<file path="src/rtl/cfg_hdr_pkg.sv">
package cfg_hdr_pkg;
  localparam int unsigned DW        = 32;
  localparam int unsigned IDX_W     = 4;
  localparam int unsigned NBAR      = 3;
  localparam int unsigned LOG2_W    = 5;
  localparam int unsigned NSTAT     = 6;
  localparam logic [15:0] CMD_WMASK = 16'h0547;
  localparam logic [1:0]  DEVSEL_MED = 2'b01;

  typedef enum logic [IDX_W-1:0] {
    IDX_ID   = 4'd0,
    IDX_CS   = 4'd1,
    IDX_CLS  = 4'd2,
    IDX_MISC = 4'd3,
    IDX_BAR0 = 4'd4,
    IDX_INT  = 4'd15
  } cfg_idx_e;
endpackage

</file>
<file path="src/rtl/cfg_hdr_status.sv">
module cfg_hdr_status
  import cfg_hdr_pkg::*;
(
  input  logic             clk_i,
  input  logic             rst_ni,
  input  logic [NSTAT-1:0] evt_i,
  input  logic [NSTAT-1:0] clr_i,
  output logic [NSTAT-1:0] flags_o
);
  logic [NSTAT-1:0] flags_q;

  // set has priority over clear
  always_ff @(posedge clk_i or negedge rst_ni) begin
    if (!rst_ni) flags_q <= '0;
    else         flags_q <= (flags_q & ~clr_i) | evt_i;
  end

  assign flags_o = flags_q;

  for (genvar i = 0; i < NSTAT; i++) begin : g_ast
    AST_EVT_SETS: assert property (@(posedge clk_i) disable iff (!rst_ni)
      evt_i[i] |=> flags_o[i]);
    AST_W1C_CLEARS: assert property (@(posedge clk_i) disable iff (!rst_ni)
      (clr_i[i] && !evt_i[i]) |=> !flags_o[i]);
  end
endmodule

</file>
<file path="src/rtl/cfg_hdr_bar.sv">
module cfg_hdr_bar
  import cfg_hdr_pkg::*;
#(
  parameter bit          IS_IO     = 1'b0,
  parameter int unsigned SIZE_LOG2 = 12
) (
  input  logic          clk_i,
  input  logic          rst_ni,
  input  logic          we_i,
  input  logic [3:0]    be_i,
  input  logic [DW-1:0] wdata_i,
  output logic [DW-1:0] rdata_o,
  output logic [DW-1:0] base_o
);
  localparam logic [DW-1:0] AMASK = ~((DW'(1) << SIZE_LOG2) - DW'(1));
  localparam logic [DW-1:0] TYPE  = IS_IO ? DW'(1) : DW'(0);

  logic [DW-1:0] bar_q, bmask;

  initial begin
    if (SIZE_LOG2 < 4 || SIZE_LOG2 > 31) $error("BAR size out of range");
  end

  always_comb begin
    for (int b = 0; b < 4; b++) bmask[b*8 +: 8] = {8{be_i[b]}};
  end

  always_ff @(posedge clk_i or negedge rst_ni) begin
    if (!rst_ni)   bar_q <= '0;
    else if (we_i) bar_q <= ((bar_q & ~bmask) | (wdata_i & bmask)) & AMASK;
  end

  assign base_o  = bar_q;
  assign rdata_o = bar_q | TYPE;

  AST_BAR_HOLD: assert property (@(posedge clk_i) disable iff (!rst_ni)
    !we_i |=> $stable(base_o));
endmodule

</file>
<file path="src/rtl/cfg_hdr_space.sv">
module cfg_hdr_space
  import cfg_hdr_pkg::*;
#(
  parameter logic [15:0] VENDOR_ID  = 16'h10EE,
  parameter logic [15:0] DEVICE_ID  = 16'h0300,
  parameter logic [7:0]  REV_ID     = 8'h00,
  parameter logic [23:0] CLASS_CODE = 24'h058000,
  parameter logic [7:0]  INT_PIN    = 8'h01,
  parameter bit          CAP_66     = 1'b0,
  parameter logic [2:0]  BAR_EN     = 3'b111,
  parameter logic [2:0]  BAR_IO     = 3'b000,
  parameter logic [14:0] BAR_LOG2   = {5'd12, 5'd12, 5'd12}
) (
  input  logic        clk_i,
  input  logic        rst_ni,
  input  logic [3:0]  cfg_idx_i,
  input  logic [3:0]  cfg_be_i,
  input  logic        cfg_wr_i,
  input  logic        cfg_rd_i,
  input  logic [31:0] cfg_wdata_i,
  output logic [31:0] cfg_rdata_o,
  input  logic [5:0]  evt_i,
  output logic [15:0] cmd_o,
  output logic [95:0] bar_base_o
);
  logic [15:0]      cmd_q;
  logic [7:0]       cls_q, lat_q, iline_q;
  logic [NSTAT-1:0] st_flags, st_clr;
  logic [15:0]      status;
  logic [DW-1:0]    bar_rd [NBAR];
  logic             we_cs, we_misc, we_int;

  assign we_cs   = cfg_wr_i && (cfg_idx_i == IDX_CS);
  assign we_misc = cfg_wr_i && (cfg_idx_i == IDX_MISC);
  assign we_int  = cfg_wr_i && (cfg_idx_i == IDX_INT);

  always_ff @(posedge clk_i or negedge rst_ni) begin
    if (!rst_ni) begin
      cmd_q   <= '0;
      cls_q   <= '0;
      lat_q   <= '0;
      iline_q <= '0;
    end else begin
      if (we_cs && cfg_be_i[0])   cmd_q[7:0]  <= cfg_wdata_i[7:0]   & CMD_WMASK[7:0];
      if (we_cs && cfg_be_i[1])   cmd_q[15:8] <= cfg_wdata_i[15:8]  & CMD_WMASK[15:8];
      if (we_misc && cfg_be_i[0]) cls_q       <= cfg_wdata_i[7:0];
      if (we_misc && cfg_be_i[1]) lat_q       <= cfg_wdata_i[15:8];
      if (we_int && cfg_be_i[0])  iline_q     <= cfg_wdata_i[7:0];
    end
  end

  assign cmd_o = cmd_q;

  // sticky status bits live in byte 3 of the Command/Status dword
  assign st_clr = {NSTAT{we_cs && cfg_be_i[3]}} &
                  {cfg_wdata_i[31], cfg_wdata_i[30], cfg_wdata_i[29],
                   cfg_wdata_i[28], cfg_wdata_i[27], cfg_wdata_i[24]};

  cfg_hdr_status u_status (
    .clk_i   (clk_i),
    .rst_ni  (rst_ni),
    .evt_i   (evt_i),
    .clr_i   (st_clr),
    .flags_o (st_flags)
  );

  assign status = {st_flags[5:1], DEVSEL_MED, st_flags[0], 2'b00, CAP_66, 5'b00000};

  for (genvar g = 0; g < NBAR; g++) begin : g_bar
    if (BAR_EN[g]) begin : g_on
      logic we_bar;
      assign we_bar = cfg_wr_i && (cfg_idx_i == IDX_BAR0 + IDX_W'(g));
      cfg_hdr_bar #(
        .IS_IO     (BAR_IO[g]),
        .SIZE_LOG2 (int'(BAR_LOG2[g*LOG2_W +: LOG2_W]))
      ) u_bar (
        .clk_i   (clk_i),
        .rst_ni  (rst_ni),
        .we_i    (we_bar),
        .be_i    (cfg_be_i),
        .wdata_i (cfg_wdata_i),
        .rdata_o (bar_rd[g]),
        .base_o  (bar_base_o[g*DW +: DW])
      );
    end else begin : g_off
      assign bar_rd[g]             = '0;
      assign bar_base_o[g*DW +: DW] = '0;
    end
  end

  always_comb begin
    cfg_rdata_o = '0;
    if (cfg_rd_i) begin
      case (cfg_idx_i)
        4'd0:    cfg_rdata_o = {DEVICE_ID, VENDOR_ID};
        4'd1:    cfg_rdata_o = {status, cmd_q};
        4'd2:    cfg_rdata_o = {CLASS_CODE, REV_ID};
        4'd3:    cfg_rdata_o = {16'h0000, lat_q, cls_q};
        4'd4:    cfg_rdata_o = bar_rd[0];
        4'd5:    cfg_rdata_o = bar_rd[1];
        4'd6:    cfg_rdata_o = bar_rd[2];
        4'd15:   cfg_rdata_o = {16'h0000, INT_PIN, iline_q};
        default: cfg_rdata_o = '0;
      endcase
    end
  end

  AST_CMD_HOLD: assert property (@(posedge clk_i) disable iff (!rst_ni)
    !we_cs |=> $stable(cmd_o));
  AST_LT_HOLD: assert property (@(posedge clk_i) disable iff (!rst_ni)
    !(we_misc && cfg_be_i[1]) |=> $stable(lat_q));
  AST_CMD_RSVD_ZERO: assert property (@(posedge clk_i) disable iff (!rst_ni)
    we_cs |=> ((cmd_o & ~CMD_WMASK) == 16'h0));
endmodule

</file>
<file path="config.mk">
export PLATFORM = sky130hd
export DESIGN_NAME = cfg_hdr_space
export DESIGN_NICKNAME = d
export VERILOG_FILES = /design/src/rtl/cfg_hdr_pkg.sv /design/src/rtl/cfg_hdr_status.sv /design/src/rtl/cfg_hdr_bar.sv /design/src/rtl/cfg_hdr_space.sv
export SDC_FILE = /design/constraint.sdc
export NUM_CORES = 1
export LEC_CHECK = 0
export BUFFER_PORTS_ARGS = -buffer_cell sky130_fd_sc_hd__buf_2
export CORE_MARGIN = 10
export CORE_UTILIZATION = 55
export CTS_BUF_LIST = sky130_fd_sc_hd__clkbuf_4 sky130_fd_sc_hd__clkbuf_8
export DETAILED_ROUTE_END_ITERATION = 16
export HOLD_SLACK_MARGIN = 0.03
export PLACE_DENSITY = 0.85
export SLEW_MARGIN = 20
export SYNTH_ARGS = -nofsm -noshare
export SYNTH_HDL_FRONTEND = slang
export SYNTH_SLANG_ARGS = --single-unit
</file>
<file path="constraint.sdc">
create_clock -name clk_i -period 2.2 [get_ports clk_i]
set_input_delay 0.11 -clock clk_i [delete_from_list [all_inputs] [get_ports clk_i]]
set_output_delay 0.11 -clock clk_i [all_outputs]
set_load 0.02 [all_outputs]
</file>
==> flow_summary.toml, run 1 <==
[min_path]
holdPathStages = 2
min-delay-path-class = "in2reg"
holdCritStartpoint = "cfg_wdata_i[14]"

[synthesis]
async_flop_share = 1.00
synth_compound_gate_area_share = 0.0925
netlist_area_um2 = 5150
syn_area_per_cell_um2 = 11.7
yosys.area.top_type_share = 0.466
synth_edf_count = 0
ys.flop_type = "dfrtp_1"
synth_top_cell_by_area = "dfrtp_1"
synth_cells = 441
synthMuxAreaShare = 0.210
yosys-top-cells-area = "dfrtp_1 (47%), mux2_2 (19%), buf_4 (7.4%), and3b_1 (4.4%), a21oi_1 (2.0%)"
seq_area_frac_synth = 0.466
synth_top_family_by_area = "multiplexers"
synth-simple-area-share = 0.132
synthAdderAreaFrac = 0
yosysWarnings = 0
synthXorXnorAreaFrac = 0
ys_seq_elements = 96
ys_types = 44

[timing]
max_freq_mhz = 545
tns_ns = 0
final-hold-violation-count = 0
post-route-min-period_ns = 1.83
setup_viol = 0
min_period_over_period = 0.834
rsz0062_at_grt = "false"
slew_headroom = 0.455
fin_skew_ns = 0
slew_violations = 0
tightest_slew_ns = 0.814

[critical_path]
crit_arrival_ns = 1.72
path_class = "in2out"
startpoint_type = "input pin"
cp_slowest_cell = "nor4b_2"
crit_path_max_incr_delay_ns = 0.48
crit_chain = "buf_2 -> buf_4 -> nor4b_2 -> buf_4 -> a22oi_1 -> a21oi_1 -> buf_2"
r2r_slack_ns = 1.37
cp-end-kind = "output port"
reg2reg_depth = 1
cp.required_ns = 2.09
path_max_fanout = 19

[detailed_routing]
drcViolationCount = 0
totalWireLength_um = 14800
drtIter0Drc = 185
routed_via_density = 5.58
wl_per_cell_um = 20.3
num_vias = 4069
first_pass_iters = 4
ant_nets = 0

[place]
placedCellCount = 679
dp_hpwl_um = 11100
portBuffers = 147
gp_congestion = 0.852

[finish]
multiInputGateArea_um2 = 2420
final_cell_mix = "buf_2 (146), dfrtp_1 (96), mux2_2 (88)"
layout_commonest_cell = "buf_2"
nNetsFinal = 662
stdcell_count = 729
num-fill-cells = 668
area_growth_pct = 22.8
seq_area_um2 = 2400
layout-drive-gt1-share = 0.451

[cts]
cts_tree = "yes"
htreeDepth = 3
insertion_delay_ns = 0.35
cts.sinks = 96
clkTransAtPathRegs_ns = 0.09
cts_buffers = 9
post_cts_buffers = 0
clockBufferDepth = 2
cts_root_buffer = "clkbuf_8"

[grt]
track_usage = 0.214
grt.overflow.total = 0
grt_max_degree = 51
grt_pass1_vias = 4360
antenna_found_initial = 1
grt_pass1_wl_um = 22900

[power]
pwr_density_cell_nw_per_um2 = 750
p_leak_nw = 3.22
ir_drop_v = 0.000541

[floorplan]
rows = 35
die_width_um = 117
core_area_um2 = 9200
ios = 194
start_util = 0.560
fp.dieH_um = 117
dieArea_um2 = 13600

[outcome]
status = "finished clean"

[run]
drv_cap = 0
per-stage QoR:
stage	setup WS [ns]	power, mW	util	hold slack, ns	instance area [µm²]
after detailed placement	0.211	3.68	0.633	0.156	5820
final	0.365	4.75	0.688	0.0360	6330
after global routing	0.219	5.00	0.688	0.0368	6330
after floorplan	0.634	3.19	-	-0.186	5320
after CTS	0.382	4.77	0.688	0.0300	6330
after global placement	0.241	3.62	0.632	0.150	5810
critical path, delay by kind of cell:
kind	cells	cell delay (ns)
buf+inv	4	0.88
simple gates	1	0.48
compound gates	2	0.23
cell families after synthesis:
logic type	Yosys count
AOI/OAI and AO/OA	74
buffers and inverters	79
DFF	96
muxes	97
other	1
and+or+nand+nor	94
routing by layer:
metal  share of wire  GRT usage  wire length, µm  vias up
li1                -          -                -     1836
met1            0.39      0.246             5760     2018
met2            0.49      0.367             7300      185
met3           0.098     0.0683             1450       30
met4           0.021     0.0725              316        0
met5               0          0                0        -
cells in the mapped netlist, types with 3 or more instances:
| library cell | count |
|---|---|
| mux2_2 | 88 |
| and3b_1 | 26 |
| nand2_1 | 15 |
| o21ai_0 | 15 |
| nor2b_1 | 5 |
| dfrtp_1 | 96 |
| a21o_1 | 8 |
| nand2b_1 | 3 |
| o2bb2ai_1 | 3 |
| and3_1 | 12 |
| a21oi_1 | 21 |
| o211ai_1 | 3 |
| mux2_1 | 3 |
| clkbuf_1 | 12 |
| a21bo_2 | 3 |
| and2_1 | 6 |
| buf_4 | 51 |
| a22oi_1 | 14 |
| nand3_1 | 6 |
| nor2_1 | 6 |
| buf_2 | 15 |
| mux2i_1 | 6 |
report_power, final:
group | total (mW) | switching, mW | internal [mW] | leakage, nW
clock network | 1.06 | 0.614 | 0.451 | 0.0848
logic | 1.36 | 0.799 | 0.563 | 1.94
registers | 2.32 | 0.232 | 2.09 | 1.20
total | 4.75 | 1.65 | 3.10 | 3.22
how the worst max path moves through the flow:
| stage | start | end | slack, ns | cells after the start |
|---|---|---|---|---|
| after global placement | cfg_idx_i[0] | flip-flop | 0.24 | 5 |
| final | cfg_idx_i[0] | cfg_rdata_o[30] | 0.37 | 7 |
| after CTS | cfg_idx_i[0] | cfg_rdata_o[30] | 0.38 | 7 |
| after global routing | cfg_idx_i[0] | cfg_rdata_o[30] | 0.22 | 7 |
| after detailed placement | cfg_idx_i[0] | flip-flop | 0.21 | 5 |
| after floorplan | cfg_idx_i[0] | cfg_rdata_o[12] | 0.63 | 5 |
repair_timing:
item / 4_1_cts / 5_1_grt
endpoints found under the hold margin: 116 / 0
hold buffers: 33 / 0
gates resized for setup: 0 / 0
layout make-up:
cell class / count / area share
Antenna cell: 1 / 0.000395
Clock buffer: 11 / 0.0229
Clock inverter: 5 / 0.00514
Inverter: 1 / 0.000593
Multi-Input combinational cell: 311 / 0.383
Sequential cell: 96 / 0.380
Tap cell: 111 / 0.0219
Timing Repair Buffer: 193 / 0.186
No activity file was read; power rests on OpenSTA's default activity.
==> run 2, diff against run 1 <==
--- a/config.mk
+++ b/config.mk
@@ -7,11 +7,11 @@
 export LEC_CHECK = 0
 export BUFFER_PORTS_ARGS = -buffer_cell sky130_fd_sc_hd__buf_2
 export CORE_MARGIN = 10
-export CORE_UTILIZATION = 55
+export CORE_UTILIZATION = 46
 export CTS_BUF_LIST = sky130_fd_sc_hd__clkbuf_4 sky130_fd_sc_hd__clkbuf_8
 export DETAILED_ROUTE_END_ITERATION = 16
 export HOLD_SLACK_MARGIN = 0.03
-export PLACE_DENSITY = 0.85
+export PLACE_DENSITY = 0.76
 export SLEW_MARGIN = 20
 export SYNTH_ARGS = -nofsm -noshare
 export SYNTH_HDL_FRONTEND = slang
==> constraint.sdc (replaced) <==
create_clock -name clk_i -period 1.6 [get_ports clk_i]
set_input_delay 0.08 -clock clk_i [delete_from_list [all_inputs] [get_ports clk_i]]
set_output_delay 0.08 -clock clk_i [all_outputs]
set_load 0.02 [all_outputs]
==> run 2 against run 1 <==
  * Cell count up 9.6%
  * Critical path type is now reg2out
  * Global-route usage shrank 2.3 points
  * Die area increased by 16%
  * Core utilization fell by 6.0 points
  * Via count grew 2.2%
  * Final area increased by 8.1%
  * Non-clock buffer count rose by 42
  * Clock skew did not move
  * Routed wire length is 3.8% higher
  * Critical endpoint is now cfg_rdata_o[12]
  * First-iteration DRC count rose by 40%
==> flow_summary.toml, run 2 (synthesis gave the netlist of run 1 again) <==
[cts]
clockBufferDepth = 2
cts.sinks = 96
cts_tree = "yes"
clkTransAtPathRegs_ns = 0.09
htreeDepth = 3
cts_root_buffer = "clkbuf_8"
cts_buffers = 9
insertion_delay_ns = 0.37

[timing]
post-route-min-period_ns = 1.54
setup_viol = 0
tns_ns = 0
whs_ns = 0.141
max_freq_mhz = 650
fin_skew_ns = 0
rsz0062_at_grt = "true"
min_period_over_period = 0.962
final-hold-violation-count = 0
slew_violations = 0
fin_ws_ns = 0.0607

[critical_path]
path_max_fanout = 2
cp-end-kind = "output port"
crit_arrival_ns = 1.46
cp.required_ns = 1.52
reg2reg_depth = 2
path_class = "reg2out"
r2r-end = "u_status.flags_o[4]"
startpoint_type = "flip-flop"
r2r_slack_ns = 0.37
reg2reg_from = "u_status.flags_o[4]"

[detailed_routing]
num_vias = 4158
totalWireLength_um = 15400
drcViolationCount = 0
drtIter0Drc = 259
ant_nets = 0
first_pass_iters = 4
routed_via_density = 5.20
wl_per_cell_um = 19.3

[finish]
num-fill-cells = 866
nNetsFinal = 704
layout-drive-gt1-share = 0.475
final_cell_mix = "buf_2 (143), dfrtp_1 (96), mux2_2 (88)"
area_growth_pct = 32.7
layout_commonest_cell = "buf_2"
seq_area_um2 = 2400
postLayoutCoreUtil = 0.628
multiInputGateArea_um2 = 2440
final_area_um2 = 6840
num_antenna_cells = 0
stdcell_count = 799

[floorplan]
fp.dieH_um = 126
core_area_um2 = 10900
rows = 38
ios = 194
start_util = 0.473
die_width_um = 126
dieArea_um2 = 15800

[power]
ir_drop_v = 0.000526
finalPower_mw = 6.86
pwr_density_cell_nw_per_um2 = 1000
p_leak_nw = 3.47

[outcome]
status = "finished clean"

[grt]
grt_max_degree = 47
grt_pass1_wl_um = 24800
grt.overflow.total = 0
grt_pass1_vias = 4685
track_usage = 0.191
antenna_found_initial = 1

[run]
drv_cap = 0

[place]
place_area_um2 = 6120
dp_hpwl_um = 11600
gp_congestion = 0.863
placedCellCount = 735
portBuffers = 147
pre_cts_slack_ns = 0.0423

[min_path]
min-delay-path-class = "in2async"
==> run 2: changes by cell type in the layout (fill, tap and decap cells not counted), moves of 2 or more <==
cell,change
o21ai_0,-2
buf_2,-3
dlygate4sd3_1,+10
a21oi_1,-2
buf_12,+6
clkinvlp_4,-2
a21oi_2,+2
o21ai_1,+2
buf_4,+28
==> run 2: what timing repair did <==
item	in CTS	in global routing
gates resized for setup	5	6
pin swaps	1	2
setup buffers	4	1
endpoints found under the hold margin	175	0
hold buffers	43	0
setup endpoints to repair	3	9
==> run 2: how the worst max path moves through the flow <==
stage | to | depth (start not counted) | startpoint
3_3_place_gp | lat_q[3] | 6 | cfg_idx_i[0]
4_1_cts | cfg_rdata_o[12] | 4 | flip-flop
3_5_place_dp | flip-flop | 6 | cfg_idx_i[3]
6_report | cfg_rdata_o[12] | 4 | flip-flop
2_1_floorplan | cfg_rdata_o[12] | 3 | flip-flop
5_1_grt | cfg_rdata_o[25] | 4 | flip-flop
==> run 2: cell type report <==
type | instances | area share
clock buffer | 12 | 0.0232
clock inverter | 4 | 0.00750
inverter | 1 | 0.000549
multi-input combinational | 311 | 0.357
sequential | 96 | 0.351
tap | 140 | 0.0256
timing repair buffer | 235 | 0.235
==> run 2: where the power goes <==
part	internal, mW	switching, mW	total (mW)	leakage, nW
Combinational	0.852	1.12	1.97	2.16
Sequential	2.87	0.323	3.19	1.20
Clock	0.829	0.862	1.69	0.106
Total	4.55	2.31	6.86	3.47
==> run 2: layer usage <==
layer | up-vias | share of wire | GRT usage
met5 | - | 0.00071 | 0
met4 | 2 | 0.019 | 0.0643
met3 | 25 | 0.088 | 0.0747
met2 | 159 | 0.49 | 0.322
met1 | 2059 | 0.40 | 0.217
li1 | 1913 | - | -
==> run 2: worst max-delay path: stages (launching register included) <==
cell	delay [ns]
dfrtp_1	0.37
mux2i_1	0.07
or2_4	0.23
a311oi_2	0.22
buf_4	0.20
==> run 3, diff against run 2 <==
--- a/config.mk
+++ b/config.mk
@@ -5,13 +5,14 @@
 export SDC_FILE = /design/constraint.sdc
 export NUM_CORES = 1
 export LEC_CHECK = 0
+export ABC_AREA = 1
 export BUFFER_PORTS_ARGS = -buffer_cell sky130_fd_sc_hd__buf_2
 export CORE_MARGIN = 10
 export CORE_UTILIZATION = 46
 export CTS_BUF_LIST = sky130_fd_sc_hd__clkbuf_4 sky130_fd_sc_hd__clkbuf_8
 export DETAILED_ROUTE_END_ITERATION = 16
 export HOLD_SLACK_MARGIN = 0.03
-export PLACE_DENSITY = 0.76
+export PLACE_DENSITY = 0.75
 export SLEW_MARGIN = 20
 export SYNTH_ARGS = -nofsm -noshare
 export SYNTH_HDL_FRONTEND = slang
==> run 3 against run 2 <==
  * First-iteration DRC count up 9.3%
  * Critical path depth up 1
  * Count of clock-buffer cells in the layout down 2
  * Register-to-register slack better by 0.06 ns
  * Worst setup slack better by 0.033 ns
  * Largest power group unchanged
  * Highest routed layer is now met4
==> flow_summary.toml, run 3 <==
[outcome]
status = "finished clean"

[critical_path]
cp_slowest_cell = "dfrtp_1"
crit_arrival_ns = 1.43
path_class = "reg2out"
cp.required_ns = 1.52
crit_path_max_incr_delay_ns = 0.42
path_common_cell = "nor2_1"
crit_chain = "nand3_1 -> o21ai_2 -> nor2_1 -> nor2_1 -> buf_2"
cp-end-kind = "output port"
cp_top_family = "flip-flops"
startpoint_type = "flip-flop"
path_buf_inv = 1
path_max_fanout = 3

[cts]
clkTransAtPathRegs_ns = 0.10
cts_root_buffer = "clkbuf_8"
clockBufferDepth = 2
htreeDepth = 3
insertion_delay_ns = 0.37
cts_tree = "yes"
cts.sinks = 96
cts_buffers = 9

[timing]
setup_viol = 0
slew_violations = 0
fin_skew_ns = 0
min_period_over_period = 0.942
max_freq_mhz = 664
tns_ns = 0
final-hold-violation-count = 0
post-route-min-period_ns = 1.51
rsz0062_at_grt = "false"

[grt]
grt_max_degree = 42
grt.overflow.total = 0
grt_pass1_wl_um = 26200
grt_pass1_vias = 5034
track_usage = 0.199
antenna_found_initial = 2

[synthesis]
ys_types = 22
yosys-top-cells-area = "dfrtp_1 (46%), nand2_1 (12%), o21ai_0 (9.7%), inv_1 (7.4%), buf_4 (7.2%)"
synth_edf_count = 0
ys.flop_type = "dfrtp_1"
synth_cells = 679
syn_area_per_cell_um2 = 7.63
synth_top_cell_by_area = "dfrtp_1"
async_flop_share = 1.00
yosys.area.top_type_share = 0.464
ys_seq_elements = 96
seq_area_frac_synth = 0.464
synth_most_common_cell = "nand2_1"
yosysWarnings = 0
yosys-top-cells-count = "nand2_1 (164), inv_1 (102), o21ai_0 (100)"
netlist_area_um2 = 5180

[power]
finalPower_mw = 7.03
ir_drop_v = 0.000466
pwr_density_cell_nw_per_um2 = 1060
p_leak_nw = 3.66

[detailed_routing]
drtIter0Drc = 283
wl_per_cell_um = 15.7
first_pass_iters = 5
ant_nets = 0
totalWireLength_um = 16100
num_vias = 4952
drcViolationCount = 0
routed_via_density = 4.83

[floorplan]
ios = 194
die_width_um = 126
start_util = 0.474
fp.dieH_um = 126
dieArea_um2 = 15900
core_area_um2 = 10900
rows = 38

[place]
portBuffers = 147
dp_hpwl_um = 12000
gp_congestion = 0.840

[finish]
final_cell_mix = "nand2_1 (164), buf_2 (146), inv_1 (102)"
nNetsFinal = 929
postLayoutCoreUtil = 0.609
layout_commonest_cell = "nand2_1"
layout-drive-gt1-share = 0.239
area_growth_pct = 28.6

[run]
drv_cap = 0

[min_path]
min-delay-path-class = "in2reg"
run 3: cell types whose count changed after synthesis, moves of 26 or more:
cell / delta
nand2_1: +149
inv_1: +101
mux2_2: -88
o21ai_0: +85
nand3_1: +60
nor2_1: +41
and3b_1: -26
run 3: repair_timing:
action / in CTS / in global routing
cloned: 0 / 0
setup buffers: 0 / 0
endpoints found under the hold margin: 130 / 0
resized for setup: 1 / 1
setup endpoints to repair: 1 / 1
hold buffers: 40 / 0
run 3: area by class of cell:
cell class / instances / area (µm²)
fill: 1007 / 4270
sequential: 96 / 2400
multi-input combinational: 454 / 2080
timing repair buffer: 214 / 1400
inverter: 104 / 390
tap: 140 / 175
clock buffer: 10 / 138
clock inverter: 6 / 66.3
antenna: 2 / 5.00
run 3: kinds of logic (layout without fill, tap and decap cells):
family,after synthesis,in the layout,share of synthesized area
other,1,48,0.000724
AO/OA/AOI/OAI,107,107,0.103
flip-flops,96,96,0.464
buffers and inverters,174,334,0.168
AND/OR/NAND/NOR,301,301,0.264
run 3: where the power goes:
part / switching, mW / leakage, nW / internal (mW)
logic: 1.39 / 2.43 / 0.680
registers: 0.381 / 1.13 / 2.92
clock network: 0.894 / 0.107 / 0.772
total: 2.66 / 3.66 / 4.37
run 3: routing by layer:
layer  up-vias  routed length [µm]  global-route usage
met5         -                   0                   0
met2       222                7730               0.324
met4         0                 191              0.0650
met1      2281                6660               0.244
met3        18                1540              0.0654
li1       2431                   -                   -
run 3: per-stage QoR:
step                instance area, µm²  cells  hold slack [ns]  setup WS [ns]
CTS                               6650   1024           0.0706        0.00499
finish                            6660   1026           0.0812         0.0935
global route                      6660   1026           0.0900         0.0240
floorplan                         5350    724           -0.216          0.377
detailed placement                6050    968           0.0507         0.0774
global placement                  6050    968           0.0516         0.0842
run 3: final timing paths:
check                      slack, ns  cells after the start                start             endpoint
max                             0.09                      5            flip-flop      cfg_rdata_o[25]
min                             0.08                      3          cfg_be_i[1]            cmd_o[10]
max reg2reg                     0.43                      3  u_status.flags_o[0]  u_status.flags_o[0]
min reg2reg                     0.49                      2  u_status.flags_o[2]  u_status.flags_o[2]
max in group asynchronous       0.83                      3               rst_ni            async pin
min in group asynchronous       0.18                      2               rst_ni             lat_q[1]
run 3: worst reg2reg max path, stage by stage, from the launching register on:
cell	delay [ns]
dfrtp_1	0.39
nand2_1	0.07
nand2_1	0.04
dlygate4sd3_1	0.55
